==> src/rtl/uart_rx_pkg.sv <==
package uart_rx_pkg;
  typedef enum logic [1:0] {
    ST_IDLE,
    ST_START,
    ST_DATA,
    ST_STOP
  } rx_state_e;
endpackage

==> src/rtl/uart_rx_sync.sv <==
module uart_rx_sync #(
  parameter int   STAGES  = 2,
  parameter logic RST_VAL = 1'b1
) (
  input  logic clk_i,
  input  logic rst_ni,
  input  logic d_i,
  output logic q_o
);
  logic [STAGES-1:0] ff_q;

  always_ff @(posedge clk_i or negedge rst_ni) begin
    if (!rst_ni) ff_q <= {STAGES{RST_VAL}};
    else         ff_q <= {ff_q[STAGES-2:0], d_i};
  end

  assign q_o = ff_q[STAGES-1];
endmodule

==> src/rtl/uart_rx_timer.sv <==
module uart_rx_timer #(
  parameter int CYC  = 16,
  parameter int HALF = 8
) (
  input  logic clk_i,
  input  logic rst_ni,
  input  logic clr_i,
  input  logic half_i,
  output logic tick_o
);
  localparam int W = $clog2(CYC + 1);

  logic [W-1:0] cnt_q;
  logic [W-1:0] lim;

  assign lim    = half_i ? W'(HALF - 1) : W'(CYC - 1);
  assign tick_o = !clr_i && (cnt_q == lim);

  always_ff @(posedge clk_i or negedge rst_ni) begin
    if (!rst_ni)               cnt_q <= '0;
    else if (clr_i || tick_o)  cnt_q <= '0;
    else                       cnt_q <= cnt_q + W'(1);
  end


  cnt_in_range_chk: assert property (@(posedge clk_i) disable iff (!rst_ni)
    cnt_q <= W'(CYC - 1));
endmodule

==> src/rtl/uart_rx_shift.sv <==
module uart_rx_shift #(
  parameter int DW = 8
) (
  input  logic          clk_i,
  input  logic          rst_ni,
  input  logic          shift_i,
  input  logic          bit_i,
  input  logic          load_i,
  output logic [DW-1:0] byte_o
);
  logic [DW-1:0] sh_q;
  logic [DW-1:0] byte_q;

  // lsb arrives first: shift toward bit 0
  always_ff @(posedge clk_i or negedge rst_ni) begin
    if (!rst_ni)      sh_q <= '0;
    else if (shift_i) sh_q <= {bit_i, sh_q[DW-1:1]};
  end

  always_ff @(posedge clk_i or negedge rst_ni) begin
    if (!rst_ni)     byte_q <= '0;
    else if (load_i) byte_q <= sh_q;
  end

  assign byte_o = byte_q;
endmodule

==> src/rtl/uart_rx_sticky.sv <==
module uart_rx_sticky #(
  parameter int CLK_HZ    = 100_000_000,
  parameter int BAUD      = 115_200,
  parameter int DATA_BITS = 8
) (
  input  logic                 clk_i,
  input  logic                 rst_ni,
  input  logic                 rx_i,
  output logic [DATA_BITS-1:0] byte_o,
  output logic                 done_o,
  output logic                 err_o
);
  import uart_rx_pkg::*;

  localparam int CYC  = CLK_HZ / BAUD;
  localparam int HALF = CYC / 2;
  localparam int BW   = $clog2(DATA_BITS);

  rx_state_e     state_q;
  logic [BW-1:0] bit_q;
  logic          rx_s, rx_prev_q, fall;
  logic          tick;
  logic          done_q, err_q;
  logic          shift_en, load_en;

  uart_rx_sync #(.STAGES(2), .RST_VAL(1'b1)) u_sync (
    .clk_i (clk_i),
    .rst_ni(rst_ni),
    .d_i   (rx_i),
    .q_o   (rx_s)
  );

  always_ff @(posedge clk_i or negedge rst_ni) begin
    if (!rst_ni) rx_prev_q <= 1'b1;
    else         rx_prev_q <= rx_s;
  end
  assign fall = rx_prev_q && !rx_s;

  uart_rx_timer #(.CYC(CYC), .HALF(HALF)) u_timer (
    .clk_i (clk_i),
    .rst_ni(rst_ni),
    .clr_i (state_q == ST_IDLE),
    .half_i(state_q == ST_START),
    .tick_o(tick)
  );

  assign shift_en = (state_q == ST_DATA) && tick;
  assign load_en  = (state_q == ST_STOP) && tick && rx_s;

  uart_rx_shift #(.DW(DATA_BITS)) u_shift (
    .clk_i  (clk_i),
    .rst_ni (rst_ni),
    .shift_i(shift_en),
    .bit_i  (rx_s),
    .load_i (load_en),
    .byte_o (byte_o)
  );

  always_ff @(posedge clk_i or negedge rst_ni) begin
    if (!rst_ni) begin
      state_q <= ST_IDLE;
      bit_q   <= '0;
      done_q  <= 1'b0;
      err_q   <= 1'b0;
    end else begin
      done_q <= 1'b0;
      unique case (state_q)
        ST_IDLE: if (fall) state_q <= ST_START;
        ST_START: if (tick) begin
          if (rx_s) begin
            err_q   <= 1'b1;
            state_q <= ST_IDLE;
          end else begin
            bit_q   <= '0;
            state_q <= ST_DATA;
          end
        end
        ST_DATA: if (tick) begin
          if (bit_q == BW'(DATA_BITS - 1)) state_q <= ST_STOP;
          else                             bit_q   <= bit_q + BW'(1);
        end
        ST_STOP: if (tick) begin
          if (rx_s) done_q <= 1'b1;
          else      err_q  <= 1'b1;
          state_q <= ST_IDLE;
        end
        default: state_q <= ST_IDLE;
      endcase
    end
  end

  assign done_o = done_q;
  assign err_o  = err_q;


  done_pulse_chk: assert property (@(posedge clk_i) disable iff (!rst_ni)
    done_o |=> !done_o);


  err_sticky_chk: assert property (@(posedge clk_i) disable iff (!rst_ni)
    err_o |=> err_o);


  byte_hold_chk: assert property (@(posedge clk_i) disable iff (!rst_ni)
    (byte_o != $past(byte_o)) |-> done_o);


  start_fault_chk: assert property (@(posedge clk_i) disable iff (!rst_ni)
    (state_q == ST_START && tick && rx_s) |=> (err_o && !done_o));


  stop_fault_chk: assert property (@(posedge clk_i) disable iff (!rst_ni)
    (state_q == ST_STOP && tick && !rx_s) |=> (err_o && !done_o));
endmodule

==> config.mk <==
export PLATFORM = sky130hd
export DESIGN_NAME = uart_rx_sticky
export DESIGN_NICKNAME = d
export VERILOG_FILES = /design/src/rtl/uart_rx_pkg.sv /design/src/rtl/uart_rx_sync.sv /design/src/rtl/uart_rx_timer.sv /design/src/rtl/uart_rx_shift.sv /design/src/rtl/uart_rx_sticky.sv
export SDC_FILE = /design/constraint.sdc
export NUM_CORES = 1
export LEC_CHECK = 0
export ABC_AREA = 0
export BUFFER_PORTS_ARGS = -buffer_cell sky130_fd_sc_hd__buf_2
export CAP_MARGIN = 20
export CORE_ASPECT_RATIO = 0.7
export CORE_UTILIZATION = 58
export DETAILED_ROUTE_END_ITERATION = 10
export GPL_ROUTABILITY_DRIVEN = 0
export HOLD_SLACK_MARGIN = 0.15
export PLACE_DENSITY = 0.77
export SLEW_MARGIN = 20
export SYNTH_ARGS = -nofsm -noshare
export SYNTH_HDL_FRONTEND = slang
export SYNTH_HIERARCHICAL = 1
export SYNTH_SLANG_ARGS = --single-unit
==> constraint.sdc <==
create_clock -name clk_i -period 3.65 [get_ports clk_i]
set_clock_uncertainty 0.2 [all_clocks]
set_input_delay 0.1825 -clock clk_i [delete_from_list [all_inputs] [get_ports clk_i]]
set_output_delay 0.1825 -clock clk_i [all_outputs]
set_load 0.01 [all_outputs]
---- Word-level counts from Yosys, hierarchy flattened ----
Cells that the tools add are included.
storage, ports and cells
  flip-flop bits (word level) ............. 36
  bits in latches ......................... 0
  memory bits (writable) .................. 0
  ROM bits ................................ 0
  bits of input ports ..................... 3
  output and inout bits ................... 10
  word-level logic and storage cells ...... 61
  memories kept ........................... 0
operators by class
  $add $sub $neg .......................... 2
  multipliers ............................. 0
  div/mod/pow operators ................... 0
  magnitude comparators ................... 0
  eq/ne operators ......................... 14
  shifts and indexed selects .............. 0
  multiplexer cells ....................... 22
  bitwise logic cells ..................... 0
  reductions and logical operators ........ 14
operators by type and width
  kind                     count
  $mux W10                 2
  $ne A2 B2 Y1 const B     8
  $reduce_and A5 Y1        3
  $mux W2                  6
  $mux W3                  4
  $add A10 B1 Y10 const B  1
  $eq A10 B10 Y1           1
  $pmux W2 S4              1
  $mux W1                  7
  $pmux W3 S2              1
  $logic_and A1 B1 Y1      5
  $eq A2 B2 Y1 const B     2
  $reduce_bool A2 Y1       2
  $add A3 B1 Y3 const B    1
  $eq A3 B3 Y1 const B     1
  $eq A2 B1 Y1 const B     1
  $logic_not A1 Y1         2
  $logic_not A2 Y1         1
  $ne A2 B1 Y1 const B     1
  $pmux W1 S2              1
  $logic_or A1 B1 Y1       1

---- Logic depth before layout (Yosys ltp) ----
Gate-level depths: netlist of run 1.
  word-level depth ........................ 6
  mapped depth ............................ 9
  depth with buffers taken out ............ 7

---- Modules after synthesis ----
Netlist of run 1, hierarchy kept.
modules (own cells, without submodules)
  module          times used  cells an instance  area an instance (um2)  sequential area each (um2)
  uart_rx_shift   1           34                 663.1                   400.4
  uart_rx_timer   1           53                 546.8                   250.2
  uart_rx_sticky  1           35                 417.9                   201.4
  uart_rx_sync    1           2                  52.6                    52.6

---- Worst setup path after synthesis of run 1 ----
OpenSTA, ideal clock, no wires.
  kind .................................... reg-to-reg
  start ................................... register state_q[0]
  end ..................................... register u_shift.byte_q[0], in the netlist u_shift/byte_o[0]
  setup time .............................. 0.125 ns
  data arrival time ....................... 2.475 ns
  data required time ...................... 3.325 ns
  path slack .............................. 0.850 ns
  cell stages (with the launch flop) ...... 9
  buffers on the path ..................... 1
  clock period less this slack ............ 2.800 ns
  path through ............................ dfrtp_1 nor2b_1 or4bb_1 o22ai_2 and3b_1 nand2_1 nor2_1 buf_6 mux2_4
between the ends
  longest elaborated chain between the ends .. 6
  elaborated cells on any way between the ends .. 9
  classes of those cells .................. 3 x eq/ne; 1 x mux; 5 x reduce/logical
RTL lines
  item                                 RTL line              RTL
  start, declared                      uart_rx_sticky.sv:19  rx_state_e state_q;
  start signal, assigned               uart_rx_sticky.sv:61  state_q <= ST_IDLE;
  start signal, assigned               uart_rx_sticky.sv:68  ST_IDLE: if (fall) state_q <= ST_START;
  start signal, assigned               uart_rx_sticky.sv:72  state_q <= ST_IDLE;
  $eq A2 B1 Y1                         uart_rx_sticky.sv:43  .half_i(state_q == ST_START),
  $mux W10                             uart_rx_timer.sv:16   assign lim = half_i ? W'(HALF - 1) : W'(CYC - 1);
  $eq A10 B10 Y1                       uart_rx_timer.sv:17   assign tick_o = !clr_i && (cnt_q == lim);
  $logic_and A1 B1 Y1 *                uart_rx_timer.sv:17
  via tick                             uart_rx_sticky.sv:22  logic tick;
  $logic_and A1 B1 Y1 * (2 in series)  uart_rx_sticky.sv:48  assign load_en = (state_q == ST_STOP) && tick && rx_s;
  via load_en                          uart_rx_sticky.sv:24  logic shift_en, load_en;
  end signal, assigned                 uart_rx_shift.sv:22   else if (load_i) byte_q <= sh_q;
  end, declared                        uart_rx_shift.sv:12   logic [DW-1:0] byte_q;
Mark *: on every way through the listed nets, which the timed path passes. The rest lies on a longest branch.
A chain may end at the register's enable or synchronous reset.

---- Worst setup path after layout of run 1 ----
  start ................................... register state_q[0]
  end ..................................... register u_shift.byte_q[6], in the netlist u_shift/byte_o[6]
The elaborated chain is that of the path after synthesis.

==> results.json, run 1 <==
{
  "tns_ns": 0,
  "netlist_area_um2": 1680,
  "critPathLaunchType": "register",
  "synth.distinct_cells": 35,
  "outcome": "finished, final reports clean",
  "vdd_drop_max_uv": 271.3,
  "slew_headroom_pct": 47.67,
  "clk_latency_ns": 0.28,
  "postSynthNetCount": 130,
  "path_max_fanout": 10,
  "cts_tree": "built",
  "layout.nets": 148,
  "synth_mux_area_share_pct": 17.05,
  "core_area_um2": 2609,
  "dpl_cell_area_um2": 1763,
  "vias": 1068,
  "async_reset_ff_share_pct": 100.0,
  "fin_crit_ns": 3.101,
  "yosys_most_used_dff": "dfrtp_1",
  "seq_area_frac_synth_pct": 53.83,
  "setup_viol": 0,
  "r2r_start": "state_q[0]$_DFFE_PN0P_",
  "max-cap-violations": 0,
  "cp-startpoint": "state_q[0]$_DFFE_PN0P_",
  "ant_nets": 0,
  "drive_above_1_share_pct": 30.07,
  "rows": 15,
  "routedWlPerCell_um": 17.58,
  "drt-initial-drc-count": 165,
  "required_ns": 3.61,
  "synth_edf_count": 0,
  "clk_pin_slew_ns": 0.06,
  "vias_per_cell": 6.034,
  "crit_type": "reg -> reg",
  "crit_path_end_kind": "register",
  "synthCells": 124,
  "drv_slew": 0,
  "final_cell_mix": "dfrtp_1, mux2_4, buf_2",
  "firstDrtPassIters": 5,
  "hold_violations": 0,
  "fmax_mhz": 322.4,
  "grt_usage_pct": 24.24,
  "fp.dieH_um": 47.04,
  "rr_endpoint": "u_shift/byte_o[6]$_DFFE_PN0P_",
  "port_buffers": 12,
  "rr_worst_depth": 8,
  "r2r_slack_ns": 0.55,
  "fin_area_um2": 1863,
  "grt_pass1_wl_mm": 5.271,
  "die_area_um2": 3120,
  "cts.htree.levels": 2,
  "ctsResizeCount": 0,
  "whs_path_depth": 0,
  "fp.dieW_um": 66.34,
  "synth_compound_area_share_pct": 10.05,
  "area_growth_pct": 10.87,
  "worst_slew_pin_slew_ns": 0.7849,
  "period_share_pct": 84.97,
  "initial_core_util_pct": 64.41,
  "rsz0062_at_grt": "false",
  "num_antenna_cells": 0,
  "yosysWarningCount": 6,
  "synth_xor_area_share_pct": 2.085,
  "grt_pass1_vias": 1085,
  "synth.avg_cell_area_um2": 13.55,
  "layout.cells.most_common": "dfrtp_1",
  "p_leak_nw": 0.8528,
  "grt_max_degree": 37,
  "clock-sinks": 36,
  "arrival_ns": 3.06,
  "min_to": "u_sync/ff_q[1]$_DFF_PN1_",
  "root_buffer": "clkbuf_8",
  "finalWirelength_mm": 3.111,
  "dpl.hpwl_mm": 2.198,
  "postCtsSetupRepairBufs": 0,
  "synth_top_family_by_area": "multiplexers",
  "antenna_found_initial": 0,
  "synth-seq-cells": 36,
  "synth-simple-area-share_pct": 11.99,
  "cts_made_buffers": 5,
  "cts_buffer_depth": 2,
  "cts_hold_buf": 2,
  "p_per_area_nw_per_um2": 466.4,
  "io_pins": 13,
  "drc": 0,
  "synthAdderAreaFrac_pct": 2.234,
  "hp-start": "u_sync/ff_q[0]$_DFF_PN1_",
  "min-delay-path-class": "reg -> reg",
  "grt-ovfl-total": 0
}
==> state kept, by name, summed over array words and instances (netlist names), 2 cells and up, named ones only <==
signal	count
bit_q	3
u_shift/byte_o	8
u_sync/ff_q	2
u_shift/sh_q	8
u_timer/cnt_q	10
==> where the power goes <==
group	internal, mW	switching [mW]	leakage, nW
registers	0.438	0.0543	0.475
logic	0.0570	0.0596	0.338
clock network	0.135	0.124	0.0395
total	0.631	0.238	0.853
==> logic make-up after synthesis <==
logic type | count (synthesis)
and+or+nand+nor | 34
AOI/OAI and AO/OA | 19
muxes | 20
xor gates and xnor gates | 4
buffers and inverters | 8
DFF | 36
adders and majority gates | 3
==> worst max-delay path, stage by stage (launching register included) <==
cell and delay [ns]:
dfrtp_1 0.47, nor2b_1 0.18, or4bb_1 0.52, o22ai_2 0.42, and3b_1 0.35, nand2_1 0.17
nor2_1 0.13, buf_4 0.22, mux2_4 0.32
==> final cells by class <==
| class | instances | area, um^2 |
|---|---|---|
| flip-flops and latches | 36 | 904.6 |
| multi-input cells | 80 | 729.5 |
| inverters | 3 | 11.26 |
| well taps | 34 | 42.54 |
| repair buffers | 16 | 95.09 |
| clock buffers | 8 | 80.08 |
| fillers | 180 | 745.7 |
==> synthesized netlist by cell type, types with 2 or more instances <==
cell / n / area, um^2
dfrtp_1: 33 / 825.8
mux2_4: 17 / 255.2
nand2_1: 8 / 30.03
a221oi_1: 5 / 43.79
nor2_1: 5 / 18.77
a211oi_1: 4 / 30.03
dfstp_2: 3 / 78.83
ha_1: 3 / 37.54
inv_1: 3 / 11.26
nand3_1: 3 / 15.01
nor2b_1: 3 / 18.77
o21ai_0: 3 / 15.01
or3_1: 3 / 18.77
buf_6: 2 / 22.52
clkbuf_1: 2 / 7.510
mux2i_1: 2 / 20.02
nand2b_1: 2 / 12.51
o31ai_1: 2 / 15.01
or4_1: 2 / 15.01
or4bb_1: 2 / 22.52
xnor2_1: 2 / 17.52
xor2_1: 2 / 17.52
==> metrics by stage <==
stage	worst slack (ns)	hold slack (ns)	power, mW	cells	utilization, %
3_5_place_dp	0.5770	0.08936	0.6072	167	67.58
4_1_cts	0.5612	0.1593	0.8725	177	71.41
2_1_floorplan	0.8504	-0.3131	0.5720	124	-
6_report	0.5486	0.1561	0.8689	177	71.41
5_1_grt	0.3657	0.1602	0.9089	177	71.41
3_3_place_gp	0.6524	0.08598	0.5999	167	67.58
==> layer usage <==
layer | GRT usage, % | wire length, um
met5 | 0 | 0
met4 | 9.787 | 46
met1 | 31.70 | 1402
met2 | 39.18 | 1496
met3 | 7.039 | 166
==> how the worst max path moves through the flow <==
| stage | slack [ns] | cells past startpoint | end |
|---|---|---|---|
| after floorplan | 0.85 | 8 | u_shift/byte_o[0]$_DFFE_PN0P_ |
| after global placement | 0.65 | 8 | u_shift/byte_o[6]$_DFFE_PN0P_ |
| after detailed placement | 0.58 | 8 | u_shift/byte_o[5]$_DFFE_PN0P_ |
| after CTS | 0.56 | 8 | u_shift/byte_o[6]$_DFFE_PN0P_ |
| after global routing | 0.37 | 8 | u_shift/byte_o[6]$_DFFE_PN0P_ |
| final | 0.55 | 8 | u_shift/byte_o[6]$_DFFE_PN0P_ |
Power figures use the tool's default switching activity.
==> inputs of run 2 (changes only) <==
--- a/config.mk
+++ b/config.mk
@@ -9,11 +9,11 @@
 export BUFFER_PORTS_ARGS = -buffer_cell sky130_fd_sc_hd__buf_2
 export CAP_MARGIN = 20
 export CORE_ASPECT_RATIO = 0.7
-export CORE_UTILIZATION = 58
+export CORE_UTILIZATION = 52
 export DETAILED_ROUTE_END_ITERATION = 10
 export GPL_ROUTABILITY_DRIVEN = 0
 export HOLD_SLACK_MARGIN = 0.15
-export PLACE_DENSITY = 0.77
+export PLACE_DENSITY = 0.73
 export SLEW_MARGIN = 20
 export SYNTH_ARGS = -nofsm -noshare
 export SYNTH_HDL_FRONTEND = slang
==> constraint.sdc (replaced) <==
create_clock -name clk_i -period 2.5 [get_ports clk_i]
set_clock_uncertainty 0.2 [all_clocks]
set_input_delay 0.125 -clock clk_i [delete_from_list [all_inputs] [get_ports clk_i]]
set_output_delay 0.125 -clock clk_i [all_outputs]
set_load 0.01 [all_outputs]
==> results.json, run 2 (synthesized netlist as in run 1, its figures left out) <==
{
  "core_area_um2": 2923,
  "drive_above_1_share_pct": 41.83,
  "layout.cells.most_common": "dfrtp_1",
  "required_ns": 2.47,
  "fin_crit_ns": 2.485,
  "hold_slack_ns": 0.1572,
  "vias": 1059,
  "final_cell_mix": "dfrtp_1, mux2_4, buf_2",
  "grt_pass1_wl_mm": 5.043,
  "critPathLaunchType": "register",
  "rsz0062_at_grt": "true",
  "setup_viol": 0,
  "netSwitchingFraction_pct": 27.28,
  "cts_made_buffers": 5,
  "r2r_slack_ns": 0.02,
  "critPathTopFamily": "simple AND/OR/NAND/NOR gates",
  "crit_buf_inv": 1,
  "min-delay-path-class": "reg -> reg",
  "cp_slowest_cell": "or4bb_4",
  "drc": 0,
  "rr_endpoint": "u_shift/byte_o[0]$_DFFE_PN0P_",
  "dpl.hpwl_mm": 1.996,
  "layout.nets": 158,
  "drv_slew": 0,
  "p_seq_share_pct": 53.8,
  "slew_headroom_pct": 47.27,
  "clk_pin_slew_ns": 0.07,
  "rows": 16,
  "p_total_mw": 1.313,
  "largest_reg_flops": 10,
  "cts_buffer_depth": 2,
  "multi_input_area_um2": 769.5,
  "path_max_fanout": 8,
  "crit_type": "reg -> reg",
  "grt-ovfl-total": 0,
  "grtUsageMet2_pct": 27.72,
  "ant_nets": 0,
  "vdd_drop_max_uv": 503.4,
  "arrival_ns": 2.45,
  "rr_worst_depth": 8,
  "fill_cells": 214,
  "area_growth_pct": 20.18,
  "power_switching_uw": 358.3,
  "antenna_found_initial": 0,
  "p_leak_nw": 0.9354,
  "fp.dieH_um": 49.56,
  "clock_power_share_pct": 31.7,
  "cts.htree.levels": 2,
  "clk_latency_ns": 0.28,
  "clock-sinks": 36,
  "crit_path_end_kind": "register",
  "initial_core_util_pct": 57.49,
  "port_buffers": 12,
  "finalWirelength_mm": 2.878,
  "gr-max-usage-layer": "met1",
  "crit_chain": "nor2b_4, or4bb_4, o22ai_4, and3b_2, nand2_4, nor2_4, buf_12, mux2_4",
  "largest_register": "u_timer/cnt_q",
  "routedWlPerCell_um": 15.23,
  "grt_usage_pct": 19.42,
  "cts_tree": "built",
  "io_pins": 13,
  "grt_max_degree": 37,
  "vias_per_cell": 5.603,
  "min_to": "u_sync/ff_q[1]$_DFF_PN1_",
  "p_per_area_nw_per_um2": 650.2,
  "outcome": "finished, final reports clean",
  "regArea_um2": 905.9,
  "hp-start": "u_sync/ff_q[0]$_DFF_PN1_",
  "grt_pass1_vias": 1042,
  "root_buffer": "clkbuf_8",
  "met3_usage_pct": 6.748,
  "period_share_pct": 99.40,
  "r2r_start": "state_q[0]$_DFFE_PN0P_",
  "firstDrtPassIters": 4,
  "p_comb_share_pct": 14.5,
  "cpPeakStageDelay_ns": 0.55,
  "die_area_um2": 3466,
  "drt-initial-drc-count": 47,
  "setup_ws_ns": 0.01509,
  "fmax_mhz": 402.4,
  "fp.dieW_um": 69.95,
  "worst_slew_pin_slew_ns": 0.7910,
  "num_antenna_cells": 0,
  "whs_path_depth": 0,
  "max-cap-violations": 0,
  "grt.met1_usage_pct": 27.81,
  "preCtsSetupSlack_ns": 0.008220,
  "hold_violations": 0,
  "p_int_uw": 954.8
}
==> run 2: changes by cell type in the layout (fill, tap and decap cells not counted), moves of 2 or more <==
cell / before / now
clkbuf_1: 3 / 0
nor2b_1: 3 / 1
buf_12: 0 / 2
buf_4: 2 / 10
clkinv_2: 0 / 2
==> run 2: worst reg2reg max path, cell delays in order (launching register included) <==
cell and delay (ns):
dfrtp_2 0.40, nor2b_4 0.12, or4bb_4 0.55, o22ai_4 0.19
and3b_2 0.27, nand2_4 0.08, nor2_4 0.12, buf_12 0.14
mux2_4 0.30
==> run 2: metrics by stage <==
step	TNS, ns	utilization, %	instance area, um^2	std cells
after global placement	0	63.66	1861	176
after CTS	0	67.51	1973	186
after floorplan	-1.167	-	1698	124
final	0	69.09	2019	189
after global routing	-0.3540	69.09	2019	189
after detailed placement	0	63.66	1861	176
==> run 2: layout make-up <==
type,instances,area share [%]
Tap cell,36,2.230
Multi-Input combinational cell,80,38.10
Inverter,3,0.5576
Timing Repair Buffer,26,9.665
Sequential cell,36,44.86
Clock inverter,2,0.4957
Clock buffer,6,4.089
==> run 2: layer usage <==
layer / vias to the layer above / share of wire (%)
met4: 0 / 1.0
met5: - / 0
met1: 524 / 49
met3: 4 / 4.8
li1: 509 / -
met2: 22 / 45
==> run 2: worst max path at each step <==
stage | from | endpoint | slack (ns) | cells past startpoint
floorplan | state_q[0]$_DFFE_PN0P_ | u_shift/byte_o[0]$_DFFE_PN0P_ | -0.09 | 8
detailed placement | state_q[0]$_DFFE_PN0P_ | u_shift/byte_o[0]$_DFFE_PN0P_ | 0.008 | 8
global route | state_q[0]$_DFFE_PN0P_ | u_shift/byte_o[7]$_DFFE_PN0P_ | -0.04 | 8
global placement | state_q[0]$_DFFE_PN0P_ | u_shift/byte_o[7]$_DFFE_PN0P_ | 0.09 | 8
CTS | state_q[0]$_DFFE_PN0P_ | u_shift/byte_o[7]$_DFFE_PN0P_ | 0.008 | 8
finish | state_q[0]$_DFFE_PN0P_ | u_shift/byte_o[0]$_DFFE_PN0P_ | 0.02 | 8
==> run 2: what timing repair did <==
action | CTS | global route
gates resized for setup | 0 | 6
hold endpoints to repair | 34 | 0
buffers inserted | 0 | 3
hold buffers | 2 | 0
endpoints found under the setup margin | 0 | 17
==> run 2: power groups by stage <==
stage / Sequential, mW / Combinational, mW / Clock (mW)
global route: 0.714 / 0.219 / 0.459
CTS: 0.704 / 0.189 / 0.433
global placement: 0.713 / 0.179 / 0
detailed placement: 0.713 / 0.186 / 0
floorplan: 0.692 / 0.148 / 0
finish: 0.706 / 0.191 / 0.416
